## config.mk

```make
export PLATFORM = sky130hd
export DESIGN_NAME = rc5_rl_decoder
export DESIGN_NICKNAME = d
export VERILOG_FILES = /design/src/rtl/rc5_rl_pkg.sv /design/src/rtl/rc5_phase_step.sv /design/src/rtl/rc5_scan_pack.sv /design/src/rtl/rc5_rl_decoder.sv
export SDC_FILE = /design/constraint.sdc
export NUM_CORES = 1
export LEC_CHECK = 0
export ABC_AREA = 0
export BUFFER_PORTS_ARGS = -buffer_cell sky130_fd_sc_hd__buf_2
export CAP_MARGIN = 20
export CORE_ASPECT_RATIO = 1.25
export CORE_MARGIN = 2
export CORE_UTILIZATION = 64
export DETAILED_ROUTE_END_ITERATION = 10
export PLACE_DENSITY = 0.94
export REMOVE_ABC_BUFFERS = 1
export SYNTH_ARGS = -nofsm -noshare
export SYNTH_HDL_FRONTEND = slang
export SYNTH_HIERARCHICAL = 1
export SYNTH_SLANG_ARGS = --single-unit
```

## constraint.sdc

```tcl
create_clock -name clk -period 15.9 [get_ports clk]
set_input_delay 3.18 -clock clk [delete_from_list [all_inputs] [get_ports clk]]
set_output_delay 3.18 -clock clk [all_outputs]
set_load 0.03 [all_outputs]
```

## src/rtl/rc5_rl_pkg.sv

```systemverilog
package rc5_rl_pkg;

    // Half-bit decoding phase
    typedef enum logic [1:0] {
        PH_IDLE  = 2'd0,
        PH_START = 2'd1,
        PH_END   = 2'd2
    } phase_e;

    // Number of bi-phase bits shifted into the frame register
    localparam int FRAME_BITS = 13;

endpackage

```

## src/rtl/rc5_phase_step.sv

```systemverilog
// One evaluation of a closed run in the half-bit state machine.
// Two instances are chained so that a split double-unit run is
// re-evaluated in the same cycle.
module rc5_phase_step
    import rc5_rl_pkg::*;
#(
    parameter int UNIT        = 32,
    parameter int MARGIN      = 10,
    parameter int TRAIL_UNITS = 10,
    parameter int ACC_W       = 12,
    parameter int DATA_W      = FRAME_BITS
) (
    input  logic              en_i,
    input  phase_e            phase_i,
    input  logic [ACC_W-1:0]  len_i,
    input  logic              lvl_i,
    input  logic [DATA_W-1:0] data_i,
    output phase_e            phase_o,
    output logic [ACC_W-1:0]  len_o,
    output logic              again_o,
    output logic [DATA_W-1:0] data_o,
    output logic              done_o,
    output logic              err_o
);

    localparam logic [ACC_W-1:0] ONE_LO    = ACC_W'(UNIT - MARGIN);
    localparam logic [ACC_W-1:0] ONE_HI    = ACC_W'(UNIT + MARGIN);
    localparam logic [ACC_W-1:0] TWO_LO    = ACC_W'(2 * UNIT - MARGIN);
    localparam logic [ACC_W-1:0] TWO_HI    = ACC_W'(2 * UNIT + MARGIN);
    localparam logic [ACC_W-1:0] TRAIL_MIN = ACC_W'(TRAIL_UNITS * UNIT - MARGIN);
    localparam logic [ACC_W-1:0] UNIT_LEN  = ACC_W'(UNIT);

    logic is_one;
    logic is_two;
    logic is_trail;

    assign is_one   = (len_i >= ONE_LO) && (len_i <= ONE_HI);
    assign is_two   = (len_i >= TWO_LO) && (len_i <= TWO_HI);
    assign is_trail = (len_i > TRAIL_MIN);

    always_comb begin
        phase_o = phase_i;
        len_o   = len_i;
        again_o = 1'b0;
        data_o  = data_i;
        done_o  = 1'b0;
        err_o   = 1'b0;
        if (en_i) begin
            unique case (phase_i)
                PH_IDLE: begin
                    if (len_i <= ONE_LO) begin
                        err_o = 1'b1;
                    end else if (is_two) begin
                        len_o   = len_i - UNIT_LEN;
                        again_o = 1'b1;
                        phase_o = PH_START;
                        data_o  = '0;
                    end else if (is_one) begin
                        phase_o = PH_START;
                        data_o  = '0;
                    end
                end
                PH_START: begin
                    if (is_trail) begin
                        done_o  = 1'b1;
                        phase_o = PH_IDLE;
                    end else if (is_one) begin
                        data_o  = {data_i[DATA_W-2:0], ~lvl_i};
                        phase_o = PH_END;
                    end
                end
                PH_END: begin
                    if (is_two) begin
                        len_o   = len_i - UNIT_LEN;
                        again_o = 1'b1;
                        phase_o = PH_START;
                    end else if (is_one) begin
                        phase_o = PH_START;
                    end else if (is_trail) begin
                        done_o  = 1'b1;
                        phase_o = PH_IDLE;
                    end
                end
                default: phase_o = PH_IDLE;
            endcase
        end
    end

endmodule

```

## src/rtl/rc5_scan_pack.sv

```systemverilog
// Maps the shifted frame bits onto the scancode layout.
module rc5_scan_pack
    import rc5_rl_pkg::*;
(
    input  logic [FRAME_BITS-1:0] frame_i,
    output logic [12:0]           code_o
);

    logic toggle_unused;
    assign toggle_unused = frame_i[11];

    always_comb begin
        code_o        = '0;
        code_o[5:0]   = frame_i[5:0];
        code_o[6]     = ~frame_i[12];
        code_o[12:8]  = frame_i[10:6];
    end

endmodule

```

## src/rtl/rc5_rl_decoder.sv

```systemverilog
module rc5_rl_decoder
    import rc5_rl_pkg::*;
#(
    parameter int UNIT        = 32,
    parameter int MARGIN      = 10,
    parameter int TRAIL_UNITS = 10,
    parameter int ACC_W       = 12
) (
    input  logic        clk,
    input  logic        rst_n,
    input  logic        frame_start,
    input  logic        in_valid,
    input  logic [7:0]  in_data,
    output logic        in_ready,
    output logic        code_valid,
    output logic [12:0] code,
    output logic        err
);

    localparam int DATA_W = FRAME_BITS;
    localparam logic [ACC_W-1:0] TRAIL_MIN = ACC_W'(TRAIL_UNITS * UNIT - MARGIN);

    typedef struct packed {
        phase_e            phase;
        logic              have_run;
        logic              drain;
        logic              run_lvl;
        logic [ACC_W-1:0]  acc;
        logic [DATA_W-1:0] data;
        logic [12:0]       code;
        logic              done;
        logic              err;
    } dec_t;

    dec_t st_d, st_q;

    // Run closing controls
    logic             accept;
    logic             byte_lvl;
    logic [ACC_W-1:0] byte_len;
    logic [ACC_W-1:0] sum_len;
    logic             cls_en;
    logic [ACC_W-1:0] cls_len;

    // Chained evaluation stages
    phase_e            s1_phase, s2_phase;
    logic [ACC_W-1:0]  s1_len, len_rem_unused;
    logic              s1_again, s2_again;
    logic [DATA_W-1:0] s1_data, s2_data;
    logic              s1_done, s2_done;
    logic              s1_err, s2_err;
    logic [12:0]       packed_code;

    assign in_ready = ~frame_start;
    assign accept   = in_valid & in_ready;
    assign byte_lvl = in_data[7];
    assign byte_len = ACC_W'(in_data[6:0]);
    assign sum_len  = st_q.acc + byte_len;

    rc5_phase_step #(
        .UNIT(UNIT), .MARGIN(MARGIN), .TRAIL_UNITS(TRAIL_UNITS),
        .ACC_W(ACC_W), .DATA_W(DATA_W)
    ) u_step_a (
        .en_i(cls_en), .phase_i(st_q.phase), .len_i(cls_len),
        .lvl_i(st_q.run_lvl), .data_i(st_q.data),
        .phase_o(s1_phase), .len_o(s1_len), .again_o(s1_again),
        .data_o(s1_data), .done_o(s1_done), .err_o(s1_err)
    );

    rc5_phase_step #(
        .UNIT(UNIT), .MARGIN(MARGIN), .TRAIL_UNITS(TRAIL_UNITS),
        .ACC_W(ACC_W), .DATA_W(DATA_W)
    ) u_step_b (
        .en_i(s1_again), .phase_i(s1_phase), .len_i(s1_len),
        .lvl_i(st_q.run_lvl), .data_i(s1_data),
        .phase_o(s2_phase), .len_o(len_rem_unused), .again_o(s2_again),
        .data_o(s2_data), .done_o(s2_done), .err_o(s2_err)
    );

    rc5_scan_pack u_pack (
        .frame_i(s2_data),
        .code_o(packed_code)
    );

    always_comb begin
        st_d      = st_q;
        st_d.done = 1'b0;
        st_d.err  = 1'b0;
        cls_en    = 1'b0;
        cls_len   = st_q.acc;
        if (frame_start) begin
            st_d.phase    = PH_IDLE;
            st_d.have_run = 1'b0;
            st_d.drain    = 1'b0;
            st_d.acc      = '0;
            st_d.data     = '0;
        end else if (accept) begin
            if (!st_q.have_run) begin
                st_d.have_run = 1'b1;
                st_d.drain    = 1'b0;
                st_d.run_lvl  = byte_lvl;
                st_d.acc      = byte_len;
            end else if (byte_lvl == st_q.run_lvl) begin
                if (!st_q.drain) begin
                    if (sum_len > TRAIL_MIN) begin
                        cls_en     = 1'b1;
                        cls_len    = sum_len;
                        st_d.drain = 1'b1;
                    end
                    st_d.acc = sum_len;
                end
            end else begin
                cls_en       = ~st_q.drain;
                st_d.drain   = 1'b0;
                st_d.run_lvl = byte_lvl;
                st_d.acc     = byte_len;
            end
            if (cls_en) begin
                st_d.phase = s2_phase;
                st_d.data  = s2_data;
                st_d.done  = s1_done | s2_done;
                st_d.err   = s1_err | s2_err;
                if (s1_done | s2_done) begin
                    st_d.code = packed_code;
                end
            end
        end
    end

    always_ff @(posedge clk or negedge rst_n) begin
        if (!rst_n) begin
            st_q <= '{phase: PH_IDLE, default: '0};
        end else begin
            st_q <= st_d;
        end
    end

    assign code_valid = st_q.done;
    assign code       = st_q.code;
    assign err        = st_q.err;

    // A split remainder lies in the one-unit window, so it never splits again
    p_split_depth_r3: assert property (@(posedge clk) disable iff (!rst_n)
        s1_again |-> !s2_again);

    // A finished frame leaves the decoder idle, and the next byte cannot end another
    p_idle_after_done_r7: assert property (@(posedge clk) disable iff (!rst_n)
        code_valid |-> (st_q.phase == PH_IDLE));

    // Done is a single-cycle pulse
    p_done_pulse_r6: assert property (@(posedge clk) disable iff (!rst_n)
        code_valid |=> !code_valid);

    // Frame start produces no result in the following cycle
    p_start_quiet_r8: assert property (@(posedge clk) disable iff (!rst_n)
        frame_start |=> (!code_valid && !err));

    // Done and error never coincide
    p_done_err_excl_r9: assert property (@(posedge clk) disable iff (!rst_n)
        !(code_valid && err));

    // Code only changes together with a done pulse
    p_code_hold_r9: assert property (@(posedge clk) disable iff (!rst_n)
        !st_d.done |=> $stable(code));

endmodule

```

== After elaboration in Yosys (flattened, before gate mapping) ==
Cells that the tools add are included.

* Flip-flop bits (word level): 44
* Input port bits: 12
* Output and inout port bits: 16

* Equality and inequality tests: 7
* Bitwise logic cells: 7
* Add/sub/neg operators: 2
* Magnitude comparators: 13
* Mux-type cells: 85
* Reductions and logical operators: 12

{| class="wikitable"
|+ Operator list
! kind !! count
|-
| 2-to-1 mux 13 bit || 13
|-
| 2-to-1 mux 12 bit || 11
|-
| one-hot mux 13 bit (2 select lines) || 2
|-
| 2-to-1 mux 45 bit || 1
|-
| 2-to-1 mux 2 bit || 20
|-
| > comparator 12 x 9 -> 1 bit (second input constant) || 3
|-
| 2-to-1 mux 1 bit || 28
|-
| 2-to-1 mux 28 bit || 1
|-
| 2-to-1 mux 25 bit || 1
|-
| >= comparator 12 x 5 -> 1 bit (second input constant) || 2
|-
| >= comparator 12 x 6 -> 1 bit (second input constant) || 2
|-
| less-or-equal comparator 12 x 5 -> 1 bit (second input constant) || 2
|-
| less-or-equal comparator 12 x 6 -> 1 bit (second input constant) || 2
|-
| less-or-equal comparator 12 x 7 -> 1 bit (second input constant) || 2
|-
| one-hot mux 12 bit (2 select lines) || 1
|-
| 2-to-1 mux 14 bit || 1
|-
| adder 12 x 7 -> 12 bit || 1
|-
| one-hot mux 2 bit (3 select lines) || 2
|-
| subtractor 12 x 6 -> 12 bit (second input constant) || 1
|-
| one-hot mux 1 bit (2 select lines) || 3
|-
| == test 2 x 1 -> 1 bit (second input constant) || 2
|-
| == test 2 bit (second input constant) || 2
|-
| logical AND 1 bit || 4
|-
| logical NOT 2 bit || 2
|-
| 11 further kinds || 17
|}

== Depth between registers and ports, before layout ==
Gate-level depths: netlist of the first run.

* Word-level depth: 26
* Depth in mapped cells: 28

== Modules after synthesis ==
The synthesis of the first run kept the hierarchy.

{| class="wikitable"
|+ By module, submodules not included
! module !! times used !! cells an instance !! area each (sq um)
|-
| rc5_rl_decoder || 1 || 294 || 2846.5
|-
| rc5_phase_step || 2 || 127 || 865.8
|-
| rc5_scan_pack || 1 || 14 || 97.6
|}

== Least setup slack after synthesis of the first run ==
No wires, ideal clock.

* Path type: input to register
* From: input in_data[0]
* To: register st_q, in the netlist code[10]
* Cell stages on the path: 26
* Data required time: 15.773 ns
* Arrival time: 8.585 ns
* Path slack: 7.188 ns
* Cell sequence: ha_1 > fa_1 > a21o_1 > a221o_1 > a21oi_1 > nor3_1 > or2_0 > buf_6 > a21oi_4 > mux2_2 > and4bb_2 > and2_1 > a41oi_2 > nor2_2 > nor2_1 > a221o_1 > inv_1 > ha_1 > clkbuf_1 > o21ai_0 > a41oi_1 > a32oi_1 > buf_4 > a22o_1 > buf_4 > mux2_1

{| class="wikitable"
|+ RTL lines
! element !! line !! source
|-
| from (decl) || rc5_rl_decoder.sv:13 || <nowiki>input logic [7:0] in_data,</nowiki>
|-
| adder 12 x 7 -> 12 bit * || rc5_rl_decoder.sv:58 || <nowiki>assign sum_len = st_q.acc + byte_len;</nowiki>
|-
| > comparator 12 x 9 -> 1 bit || rc5_rl_decoder.sv:105 || <nowiki>if (sum_len > TRAIL_MIN) begin</nowiki>
|-
| 2-to-1 mux 12 bit * || rc5_rl_decoder.sv:105 ||
|-
| 2-to-1 mux 12 bit * || rc5_rl_decoder.sv:104 || <nowiki>if (!st_q.drain) begin</nowiki>
|-
| 2-to-1 mux 12 bit * || rc5_rl_decoder.sv:103 || <nowiki>end else if (byte_lvl == st_q.run_lvl) begin</nowiki>
|-
| 2-to-1 mux 12 bit * || rc5_rl_decoder.sv:98 || <nowiki>if (!st_q.have_run) begin</nowiki>
|-
| 2-to-1 mux 12 bit * || rc5_rl_decoder.sv:97 || <nowiki>end else if (accept) begin</nowiki>
|-
| 2-to-1 mux 12 bit * || rc5_rl_decoder.sv:91 || <nowiki>if (frame_start) begin</nowiki>
|-
| via cls_len[3] || rc5_rl_decoder.sv:43 || <nowiki>logic [ACC_W-1:0] cls_len;</nowiki>
|-
| (+4 left out) || - ||
|-
| 2-to-1 mux 2 bit || rc5_phase_step.sv:51 || <nowiki>if (len_i <= ONE_LO) begin</nowiki>
|-
| one-hot mux 2 bit (3 select lines) * || rc5_phase_step.sv:49 || <nowiki>unique case (phase_i)</nowiki>
|-
| 2-to-1 mux 2 bit * || rc5_phase_step.sv:48 || <nowiki>if (en_i) begin</nowiki>
|-
| via s1_phase[1] || rc5_rl_decoder.sv:46 || <nowiki>phase_e s1_phase, s2_phase;</nowiki>
|-
| == test 2 x 1 -> 1 bit / logical NOT 2 bit (equally long branches) || rc5_phase_step.sv:49 ||
|-
| one-hot mux 13 bit (2 select lines) * || rc5_phase_step.sv:49 ||
|-
| 2-to-1 mux 13 bit * || rc5_phase_step.sv:48 ||
|-
| via s2_data[8] || rc5_rl_decoder.sv:49 || <nowiki>logic [DATA_W-1:0] s1_data, s2_data;</nowiki>
|-
| to (signal assigned) || rc5_rl_decoder.sv:134 || <nowiki>st_q <= st_d;</nowiki>
|-
| to (decl) || rc5_rl_decoder.sv:35 || <nowiki>dec_t st_d, st_q;</nowiki>
|}

Mark *: on every way through the listed nets, which the timed path passes. The rest lies on a longest branch. The select of a mux whose other input is x is not followed.
A chain may end at the register's enable or synchronous reset.

== Final worst setup path of the first run ==
* From: input in_data[0]
* To: register st_q, in the netlist code[6]

{| class="wikitable"
|+ RTL lines
! element !! line !! source
|-
| adder 12 x 7 -> 12 bit * || rc5_rl_decoder.sv:58 ||
|-
| > comparator 12 x 9 -> 1 bit || rc5_rl_decoder.sv:105 ||
|-
| 2-to-1 mux 12 bit * || rc5_rl_decoder.sv:105 ||
|-
| 2-to-1 mux 12 bit * || rc5_rl_decoder.sv:104 ||
|-
| 2-to-1 mux 12 bit * || rc5_rl_decoder.sv:103 ||
|-
| 2-to-1 mux 12 bit * || rc5_rl_decoder.sv:98 ||
|-
| 2-to-1 mux 12 bit * || rc5_rl_decoder.sv:97 ||
|-
| 2-to-1 mux 12 bit * || rc5_rl_decoder.sv:91 ||
|-
| via cls_len[6] || rc5_rl_decoder.sv:43 ||
|-
| (+3 left out) || - ||
|-
| 2-to-1 mux 1 bit || rc5_phase_step.sv:51 ||
|-
| one-hot mux 1 bit (2 select lines) * || rc5_phase_step.sv:49 ||
|-
| 2-to-1 mux 1 bit * || rc5_phase_step.sv:48 ||
|-
| via s1_again || rc5_rl_decoder.sv:48 || <nowiki>logic s1_again, s2_again;</nowiki>
|-
| 2-to-1 mux 13 bit * || rc5_phase_step.sv:48 ||
|-
| via s2_data[12] || rc5_rl_decoder.sv:49 ||
|-
| NOT 1 bit * || rc5_scan_pack.sv:15 || <nowiki>code_o[6] = ~frame_i[12];</nowiki>
|-
| via packed_code[6] || rc5_rl_decoder.sv:52 || <nowiki>logic [12:0] packed_code;</nowiki>
|}

Marks and branches as above.

==> results.yml, run 1 <==
status:
  status: "completed"
synthesis:
  synthesis.area_sq_mm: 0.00451
  synthCells: 537
  postSynthAreaPerCell_sq_um: 8.40
  synth_warnings: 6
critical_path:
  crit_chain: "buf_2 -> ha_1 -> fa_1 -> a21o_1 -> a221o_1 -> a21oi_1 -> nor3_1 -> or2_0 -> a21oi_4 -> mux2_2 -> nor3_1 -> o211ai_1 -> a31oi_1 -> nor4b_2 -> nand2_1 -> nand2_1 -> nor4_4 -> o311ai_1 -> a41oi_2 -> nor2_2 -> a32oi_1 -> a22o_1 -> inv_1 -> mux2_2"
  reg2regPathDepth: 23
  cp-end-kind: "register"
  slowest_stage: "a32oi_1"
  arrival_ps: 10070
  crit_fanout: 11
  regToRegSetupSlack_ps: 8610
  path_class: "in -> reg"
  slowest_delay_ps: 770
  timing.rr.start: "st_q[28]$_DFFE_PN0P_"
  timing.rr.end: "code[6]$_DFFE_PN0P_"
  start_kind: "primary input"
  cp_data_required_time_ps: 16110
sta:
  period_needed_ps: 9870
  max_freq_ghz: 0.101
  hold_ws_ps: 510
  slew_headroom_pct: 31.8
  hold_viol: 0
  finClkSkew_ps: 14.7
  timing_worst_slew_pin_value_ps: 1020
  post-route-period-util_pct: 62.0
  setup_viol: 0
  finalMaxSlewViolations: 0
  rsz0062_at_grt: "no"
  tns_ps: 0
global_routing:
  grt_pass1_vias: 3921
  grt_max_degree: 46
  antenna_found_initial: 0
  grt-ovfl-total: 0
  grt_use_total_pct: 29.0
  grt_pass1_wl_microns: 18500
place:
  routabilityCongestion: 1.02
  dp_hpwl_microns: 8110
  port_buffers: 27
cts:
  clk_path_buf_depth: 2
  cts_hold_buf: 0
  postCtsSetupRepairBufs: 0
  h-tree-depth: 2
  cts.sinks: 45
  root_buffer: "clkbuf_8"
  insertion_delay_ps: 310
  cts_buffers: 5
  cts.clk_slew.worst_paths_ps: 100
  cts_tree: "done"
  ctsResizeCount: 0
routing:
  postRouteAntennaNets: 0
  wire_per_inst_microns: 18.2
  drc_errors: 0
  routed_wl_microns: 11100
  drt_iter0_markers: 361
  via_count: 4180
  drtPass1Iterations: 6
  via_per_inst: 6.85
min_path:
  min_to: "code[7]$_DFFE_PN0P_"
  hold_class: "reg -> reg"
  hold_depth: 1
  min_from: "code[7]$_DFFE_PN0P_"
layout:
  nets: 554
  drive_above_1_share_pct: 15.8
  nFillCells: 592
  area_growth_pct: 0.804
  antenna_cells: 0
flow_run:
  max_cap_viol_count: 0
floorplanning:
  die_w_microns: 79.1
  die_area_sq_mm: 0.00774
  start_util_pct: 65.5
  die_y_microns: 97.9
  rows: 34
  design.core.area_sq_mm: 0.00689
  num_io_pins: 28
power_and_ir_drop:
  cellPowerDensity_mw_per_mm2: 59.1
  peakVddDrop_v: 0.0000505
  p_leak_uw: 0.00203
[flip-flops by register name, summed over array words and instances, names as in the netlist]
register	cells
code_valid	1
st_q	30
code	13
err	1
[stage by stage]
step	instance area, sq um	worst slack, ps	std cells	utilization, %	total power (uW)
2_1_floorplan	4160	6840	480	-	172
5_1_grt	4550	5690	610	66.0	282
6_report	4550	6030	610	66.0	269
4_1_cts	4530	6220	609	65.7	268
3_5_place_dp	4430	5910	601	64.3	192
3_3_place_gp	4430	6060	601	64.3	190
[power by group]
part / total, uW / leakage, uW / internal (uW) / switching, uW
Clock: 76.6 / 0.0000447 / 31.8 / 44.8
Combinational: 73.6 / 0.00136 / 25.1 / 48.5
Sequential: 119 / 0.000621 / 116 / 2.24
[metal layers]
metal / routed length [microns] / GRT usage [%]
met5: 0 / 0
met4: 230 / 9.81
met3: 628 / 2.22
met2: 5610 / 50.3
met1: 4650 / 38.2
[how the worst max path moves through the flow]
stage,start,to,slack [ps],cells past startpoint
after floorplan,in_data[0],code[6]$_DFFE_PN0P_,6840,23
after global placement,in_data[0],code[6]$_DFFE_PN0P_,6060,24
after detailed placement,in_data[0],code[6]$_DFFE_PN0P_,5910,24
after CTS,in_data[0],code[6]$_DFFE_PN0P_,6220,24
after global routing,in_data[0],code[6]$_DFFE_PN0P_,5690,24
final,in_data[0],code[6]$_DFFE_PN0P_,6030,24
[cell usage in the layout, fill, tap and decap left out, types with 4 or more instances in the layout]
master / n
dfrtp_1: 45
a21oi_1: 35
nand2_1: 35
o21ai_0: 34
inv_1: 29
nor2_1: 29
buf_2: 27
nand3_1: 24
ha_1: 22
a22o_1: 22
mux2_2: 21
o211ai_1: 20
nor3_1: 15
nand2b_1: 10
a21o_1: 9
nand4_1: 9
mux2i_1: 9
a211oi_1: 8
and2_1: 7
xor2_1: 6
and3_1: 5
nor2b_1: 5
xnor2_1: 5
clkbuf_8: 5
a31oi_1: 5
o21a_1: 4
a221o_1: 4
buf_4: 4
a41oi_2: 4
[area by class of cell]
class / count / area (sq um) / area share, %
inverter: 29 / 109 / 2.39
clock inverter: 3 / 25.0 / 0.550
clock buffer: 5 / 68.8 / 1.51
timing repair buffer: 32 / 185 / 4.07
multi-input combinational: 406 / 2920 / 64.2
sequential: 45 / 1130 / 24.8
tap: 90 / 113 / 2.48
[critical path: cells and delay by family]
| family | cells | cell delay, ps |
|---|---|---|
| compound gates | 10 | 3300 |
| fa+ha+maj | 2 | 660 |
| buf+inv | 2 | 150 |
| mux | 2 | 680 |
| simple gates | 8 | 2090 |
Note: power is estimated with default switching activity, not from simulation.
==> run 2, diff against run 1 <==
--- a/config.mk
+++ b/config.mk
@@ -10,9 +10,9 @@
 export CAP_MARGIN = 20
 export CORE_ASPECT_RATIO = 1.25
 export CORE_MARGIN = 2
-export CORE_UTILIZATION = 64
+export CORE_UTILIZATION = 63
 export DETAILED_ROUTE_END_ITERATION = 10
-export PLACE_DENSITY = 0.94
+export PLACE_DENSITY = 0.93
 export REMOVE_ABC_BUFFERS = 1
 export SYNTH_ARGS = -nofsm -noshare
 export SYNTH_HDL_FRONTEND = slang
==> constraint.sdc (replaced) <==
create_clock -name clk -period 9.9 [get_ports clk]
set_input_delay 1.98 -clock clk [delete_from_list [all_inputs] [get_ports clk]]
set_output_delay 1.98 -clock clk [all_outputs]
set_load 0.03 [all_outputs]
==> run 2 against run 1 <==
Net effect: die area rose by 1.5%; critical path type unchanged; sequential power rose by 60%; register-to-register slack got worse by 5900 ps; critical endpoint unchanged; non-clock buffer count fell by 1; cell area fell by 0.25%; largest power group unchanged.
==> results.yml, run 2 (synthesis results as in run 1) <==
routing:
  drtPass1Iterations: 5
  routed_wl_microns: 10800
  postRouteAntennaNets: 0
  wire_per_inst_microns: 17.7
  via_per_inst: 6.84
  via_count: 4165
  drt_iter0_markers: 278
  drc_errors: 0
critical_path:
  arrival_ps: 8800
  slowest_delay_ps: 790
  start_kind: "primary input"
  regToRegSetupSlack_ps: 2660
  reg2regPathDepth: 23
  path_class: "in -> reg"
  crit_buf_inv: 2
  slowest_stage: "nor4b_2"
  crit_chain: "buf_2 -> ha_1 -> fa_1 -> a21o_1 -> a221o_1 -> a21oi_1 -> nor3_1 -> or2_0 -> a21oi_4 -> mux2_2 -> and4bb_2 -> and2_1 -> a41oi_2 -> nor4b_2 -> nand2_1 -> nand2b_1 -> and4bb_2 -> and2_1 -> a41oi_2 -> nor2_2 -> a32oi_1 -> a22o_1 -> inv_1 -> mux2_2"
  cp_top_family: "simple AND/OR/NAND/NOR gates"
  crit_fanout: 11
  timing.rr.start: "st_q[28]$_DFFE_PN0P_"
  cp_data_required_time_ps: 10090
  timing.rr.end: "code[6]$_DFFE_PN0P_"
  cp-end-kind: "register"
sta:
  finalMaxSlewViolations: 0
  setup_slack_ps: 1290
  slew_headroom_pct: 32.2
  period_needed_ps: 8610
  timing_worst_slew_pin_value_ps: 1020
  rsz0062_at_grt: "no"
  max_freq_ghz: 0.116
  post-route-period-util_pct: 87.0
  hold_ws_ps: 494
  hold_viol: 0
  setup_viol: 0
  tns_ps: 0
  finClkSkew_ps: 8.00
global_routing:
  antenna_found_initial: 0
  grt_max_degree: 46
  grt_pass1_vias: 3859
  met1_usage_pct: 36.9
  grt-ovfl-total: 0
  grt_use_total_pct: 28.0
  grt_pass1_wl_microns: 17900
  grt_util_met3_pct: 3.11
  met2_usage_pct: 46.3
  top_usage_layer: "met2"
place:
  dp_slack_ps: 1120
  dp_hpwl_microns: 7870
  dpl-instance-area_sq_mm: 0.00443
  routabilityCongestion: 1.02
  port_buffers: 27
layout:
  nFillCells: 559
  top_register: "st_q"
  drive_above_1_share_pct: 15.6
  largest_reg_flops: 30
  final_cell_mix: "dfrtp_1 (45), a21oi_1 (35), nand2_1 (35)"
  nets: 553
  final_common_cell: "dfrtp_1"
  utilization_pct: 65.4
  multiInputGateArea_sq_mm: 0.00292
  area_growth_pct: 0.555
  fin_area_sq_mm: 0.00454
  seq_area_sq_mm: 0.00113
  antenna_cells: 0
power_and_ir_drop:
  p_sw_uw: 149
  combPwrFrac_pct: 27.8
  internal_power_uw: 277
  cellPowerDensity_mw_per_mm2: 93.9
  peakVddDrop_v: 0.0000887
  swShare_pct: 34.9
  clkPwrFrac_pct: 27.5
  seqPwrFrac_pct: 44.7
  p_leak_uw: 0.00202
status:
  status: "completed"
floorplanning:
  design.core.area_sq_mm: 0.00693
  rows: 34
  die_y_microns: 98.6
  start_util_pct: 65.1
  die_area_sq_mm: 0.00786
  die_w_microns: 79.7
  num_io_pins: 28
min_path:
  hold_class: "reg -> reg"
  min_from: "code[10]$_DFFE_PN0P_"
  hold_depth: 1
  min_to: "code[10]$_DFFE_PN0P_"
cts:
  root_buffer: "clkbuf_8"
  cts_hold_buf: 0
  cts.sinks: 45
  clk_path_buf_depth: 2
  h-tree-depth: 2
  cts.clk_slew.worst_paths_ps: 90
  cts_tree: "done"
  postCtsSetupRepairBufs: 0
  insertion_delay_ps: 300
  ctsResizeCount: 0
  cts_buffers: 5
flow_run:
  max_cap_viol_count: 0
==> run 2: cell count changes in the layout (fill, tap and decap cells not counted), sizes merged <==
cell	change
buf	-1
==> run 2: worst max-delay path by stage <==
stage / slack [ps] / end / startpoint / depth (start not counted)
after floorplan: 2040 / code[6]$_DFFE_PN0P_ / in_data[0] / 23
after global placement: 1340 / code[6]$_DFFE_PN0P_ / in_data[0] / 24
after detailed placement: 1120 / code[6]$_DFFE_PN0P_ / in_data[0] / 24
after CTS: 1400 / code[6]$_DFFE_PN0P_ / in_data[0] / 24
after global routing: 910 / st_q[27]$_DFFE_PN0P_ / in_data[0] / 24
final: 1290 / code[6]$_DFFE_PN0P_ / in_data[0] / 24
==> run 2: stage by stage <==
step	std cells	total power (uW)
6_report	609	426
5_1_grt	609	448
4_1_cts	608	426
3_5_place_dp	600	308
3_3_place_gp	600	304
2_1_floorplan	480	276
==> run 2: area by class of cell <==
| class | instances | area share, % |
|---|---|---|
| multi-input cells | 406 | 64.4 |
| flip-flops and latches | 45 | 24.8 |
| repair buffers | 31 | 3.92 |
| well taps | 90 | 2.48 |
| clock buffers | 5 | 1.52 |
| clock inverters | 3 | 0.469 |
| inverters | 29 | 2.40 |
==> run 2: per-layer routing <==
| metal | up-vias | wire length (microns) |
|---|---|---|
| li1 | 1938 | - |
| met1 | 2015 | 4490 |
| met2 | 185 | 5390 |
| met3 | 27 | 590 |
| met4 | 0 | 286 |
| met5 | - | 0 |
==> run 2: power groups by stage <==
stage                     Clock [uW]  Combinational (uW)  Sequential, uW
after global routing             128                 129             191
after CTS                        121                 114             190
after detailed placement           0                 114             194
final                            117                 118             190
after global placement             0                 111             194
after floorplan                    0                82.9             193
==> run 3, diff against run 2 <==
--- a/config.mk
+++ b/config.mk
@@ -10,9 +10,9 @@
 export CAP_MARGIN = 20
 export CORE_ASPECT_RATIO = 1.25
 export CORE_MARGIN = 2
-export CORE_UTILIZATION = 63
+export CORE_UTILIZATION = 40
 export DETAILED_ROUTE_END_ITERATION = 10
-export PLACE_DENSITY = 0.93
+export PLACE_DENSITY = 0.67
 export REMOVE_ABC_BUFFERS = 1
 export SYNTH_ARGS = -nofsm -noshare
 export SYNTH_HDL_FRONTEND = slang
==> run 3 against run 2 <==
Net effect: global-route usage decreased by 9.4 points; count of clock-buffer cells in the layout grew 1; register-to-register slack hardly changed; non-clock buffer count did not move; largest power group is now the clock network; clock skew fell by 3.1 ps; cell count rose by 7.4%; critical path depth stayed put; via count decreased by 2.5%; hold slack got worse by 6.1 ps; power grew 18%; die area is 55% higher; clock power grew 67%.
==> results.yml, run 3 (synthesis results as in run 1) <==
status:
  status: "completed"
place:
  dp_hpwl_microns: 8370
  routabilityCongestion: 0.901
  dpl.cell_count: 645
  dpl-instance-area_sq_mm: 0.00448
  port_buffers: 27
power_and_ir_drop:
  p_leak_uw: 0.00206
  peakVddDrop_v: 0.000118
  cellPowerDensity_mw_per_mm2: 108
global_routing:
  antenna_found_initial: 0
  grt-ovfl-total: 0
  grt_pass1_vias: 3809
  grt_max_degree: 46
  grt_use_total_pct: 18.6
  grt_pass1_wl_microns: 18600
cts:
  cts.clk_slew.worst_paths_ps: 70
  cts.sinks: 45
  ctsResizeCount: 0
  cts_tree: "done"
  clk_path_buf_depth: 2
  h-tree-depth: 2
  cts_hold_buf: 0
  postCtsSetupRepairBufs: 0
  root_buffer: "clkbuf_16"
  insertion_delay_ps: 290
  cts_buffers: 5
routing:
  postRouteAntennaNets: 0
  drt_iter0_markers: 357
  drtPass1Iterations: 8
  routed_wl_microns: 11300
  via_count: 4061
  wire_per_inst_microns: 17.3
  drc_errors: 0
  via_per_inst: 6.21
critical_path:
  arrival_ps: 8790
  crit_fanout: 11
  cp-end-kind: "register"
  crit_chain: "buf_2 -> ha_1 -> fa_1 -> a21o_1 -> a221o_1 -> o311a_1 -> o2bb2ai_1 -> o21ai_1 -> a21oi_4 -> mux2_2 -> and4bb_2 -> and2_1 -> a41oi_2 -> nor4b_2 -> nand2_1 -> nand2b_1 -> and4bb_2 -> and2_1 -> a41oi_2 -> nor2_2 -> a32oi_1 -> a22o_1 -> inv_1 -> mux2_2"
  cp_data_required_time_ps: 10080
  start_kind: "primary input"
  regToRegSetupSlack_ps: 2660
  slowest_delay_ps: 830
  path_class: "in -> reg"
  slowest_stage: "nor4b_2"
floorplanning:
  rows: 43
  die_area_sq_mm: 0.0122
  design.core.area_sq_mm: 0.0110
  num_io_pins: 28
  die_w_microns: 99.0
  die_y_microns: 123
  start_util_pct: 40.9
sta:
  hold_viol: 0
  slew_headroom_pct: 32.9
  timing_worst_slew_pin_value_ps: 1010
  finClkSkew_ps: 4.94
  setup_viol: 0
  finalMaxSlewViolations: 0
  rsz0062_at_grt: "no"
  max_freq_ghz: 0.116
  post-route-period-util_pct: 87.0
  period_needed_ps: 8610
  tns_ps: 0
layout:
  final_common_cell: "dfrtp_1"
  fin_area_sq_mm: 0.00467
  drive_above_1_share_pct: 15.4
  top_register: "st_q"
  layoutNonFillerInstCount: 654
  area_growth_pct: 3.52
  final_cell_mix: "dfrtp_1 (45), a21oi_1 (35), nand2_1 (35)"
  nets: 553
  antenna_cells: 0
  largest_reg_flops: 30
min_path:
  hold_class: "reg -> reg"
flow_run:
  max_cap_viol_count: 0
## run 3: cell count changes in the layout (fill, tap and decap cells not counted), sizes merged
| cell | previous run | this run |
|---|---|---|
| bufinv | 0 | 1 |
| clkbuf | 5 | 6 |
| clkinvlp | 1 | 0 |
| inv | 30 | 29 |
## run 3: power by group
group / total (uW) / switching [uW] / internal (uW)
Combinational: 120 / 79.0 / 40.5
Sequential: 190 / 3.46 / 187
Clock: 195 / 74.9 / 120
Total: 505 / 157 / 347
## run 3: layout make-up
type	instances	area, sq um
clock inverters	2	38.8
fillers	1045	6360
multi-input cells	406	2920
flip-flops and latches	45	1130
clock buffers	6	129
inverters	29	109
repair buffers	31	178
well taps	135	169
## run 3: per-stage QoR
step | power (uW) | setup WS (ps) | hold slack (ps) | utilization, %
floorplan | 276 | 2040 | 471 | -
global placement | 309 | 1160 | 474 | 40.6
detailed placement | 310 | 1050 | 480 | 40.6
CTS | 507 | 1340 | 495 | 42.2
global route | 528 | 872 | 499 | 42.3
finish | 505 | 1290 | 488 | 42.3
## run 3: per-layer routing
layer	vias to the layer above	routed length (microns)	track usage [%]
li1	1938	-	-
met1	1964	4700	22.4
met2	133	5950	34.3
met3	26	407	2.05
met4	0	280	5.99
met5	-	0	0
## run 3: worst paths after layout
path,to,from,cells after the start
worst max-delay path,code[6]$_DFFE_PN0P_,in_data[0],24
worst min register to register,code[10]$_DFFE_PN0P_,code[10]$_DFFE_PN0P_,1
min in group asynchronous,err$_DFF_PN0_,rst_n,1
worst max register to register,code[6]$_DFFE_PN0P_,st_q[28]$_DFFE_PN0P_,23
worst min-delay path,code[10]$_DFFE_PN0P_,code[10]$_DFFE_PN0P_,1
max in group asynchronous,st_q[33]$_DFFE_PN0P_,rst_n,2
## run 3: worst max-delay path: cells and delay by family
| family | cells | cell delay (ps) |
|---|---|---|
| AO/OA/AOI/OAI | 10 | 3040 |
| adder cells (fa/ha/maj) | 2 | 660 |
| buffers and inverters | 2 | 150 |
| multiplexers | 2 | 700 |
| AND/OR/NAND/NOR | 8 | 2270 |
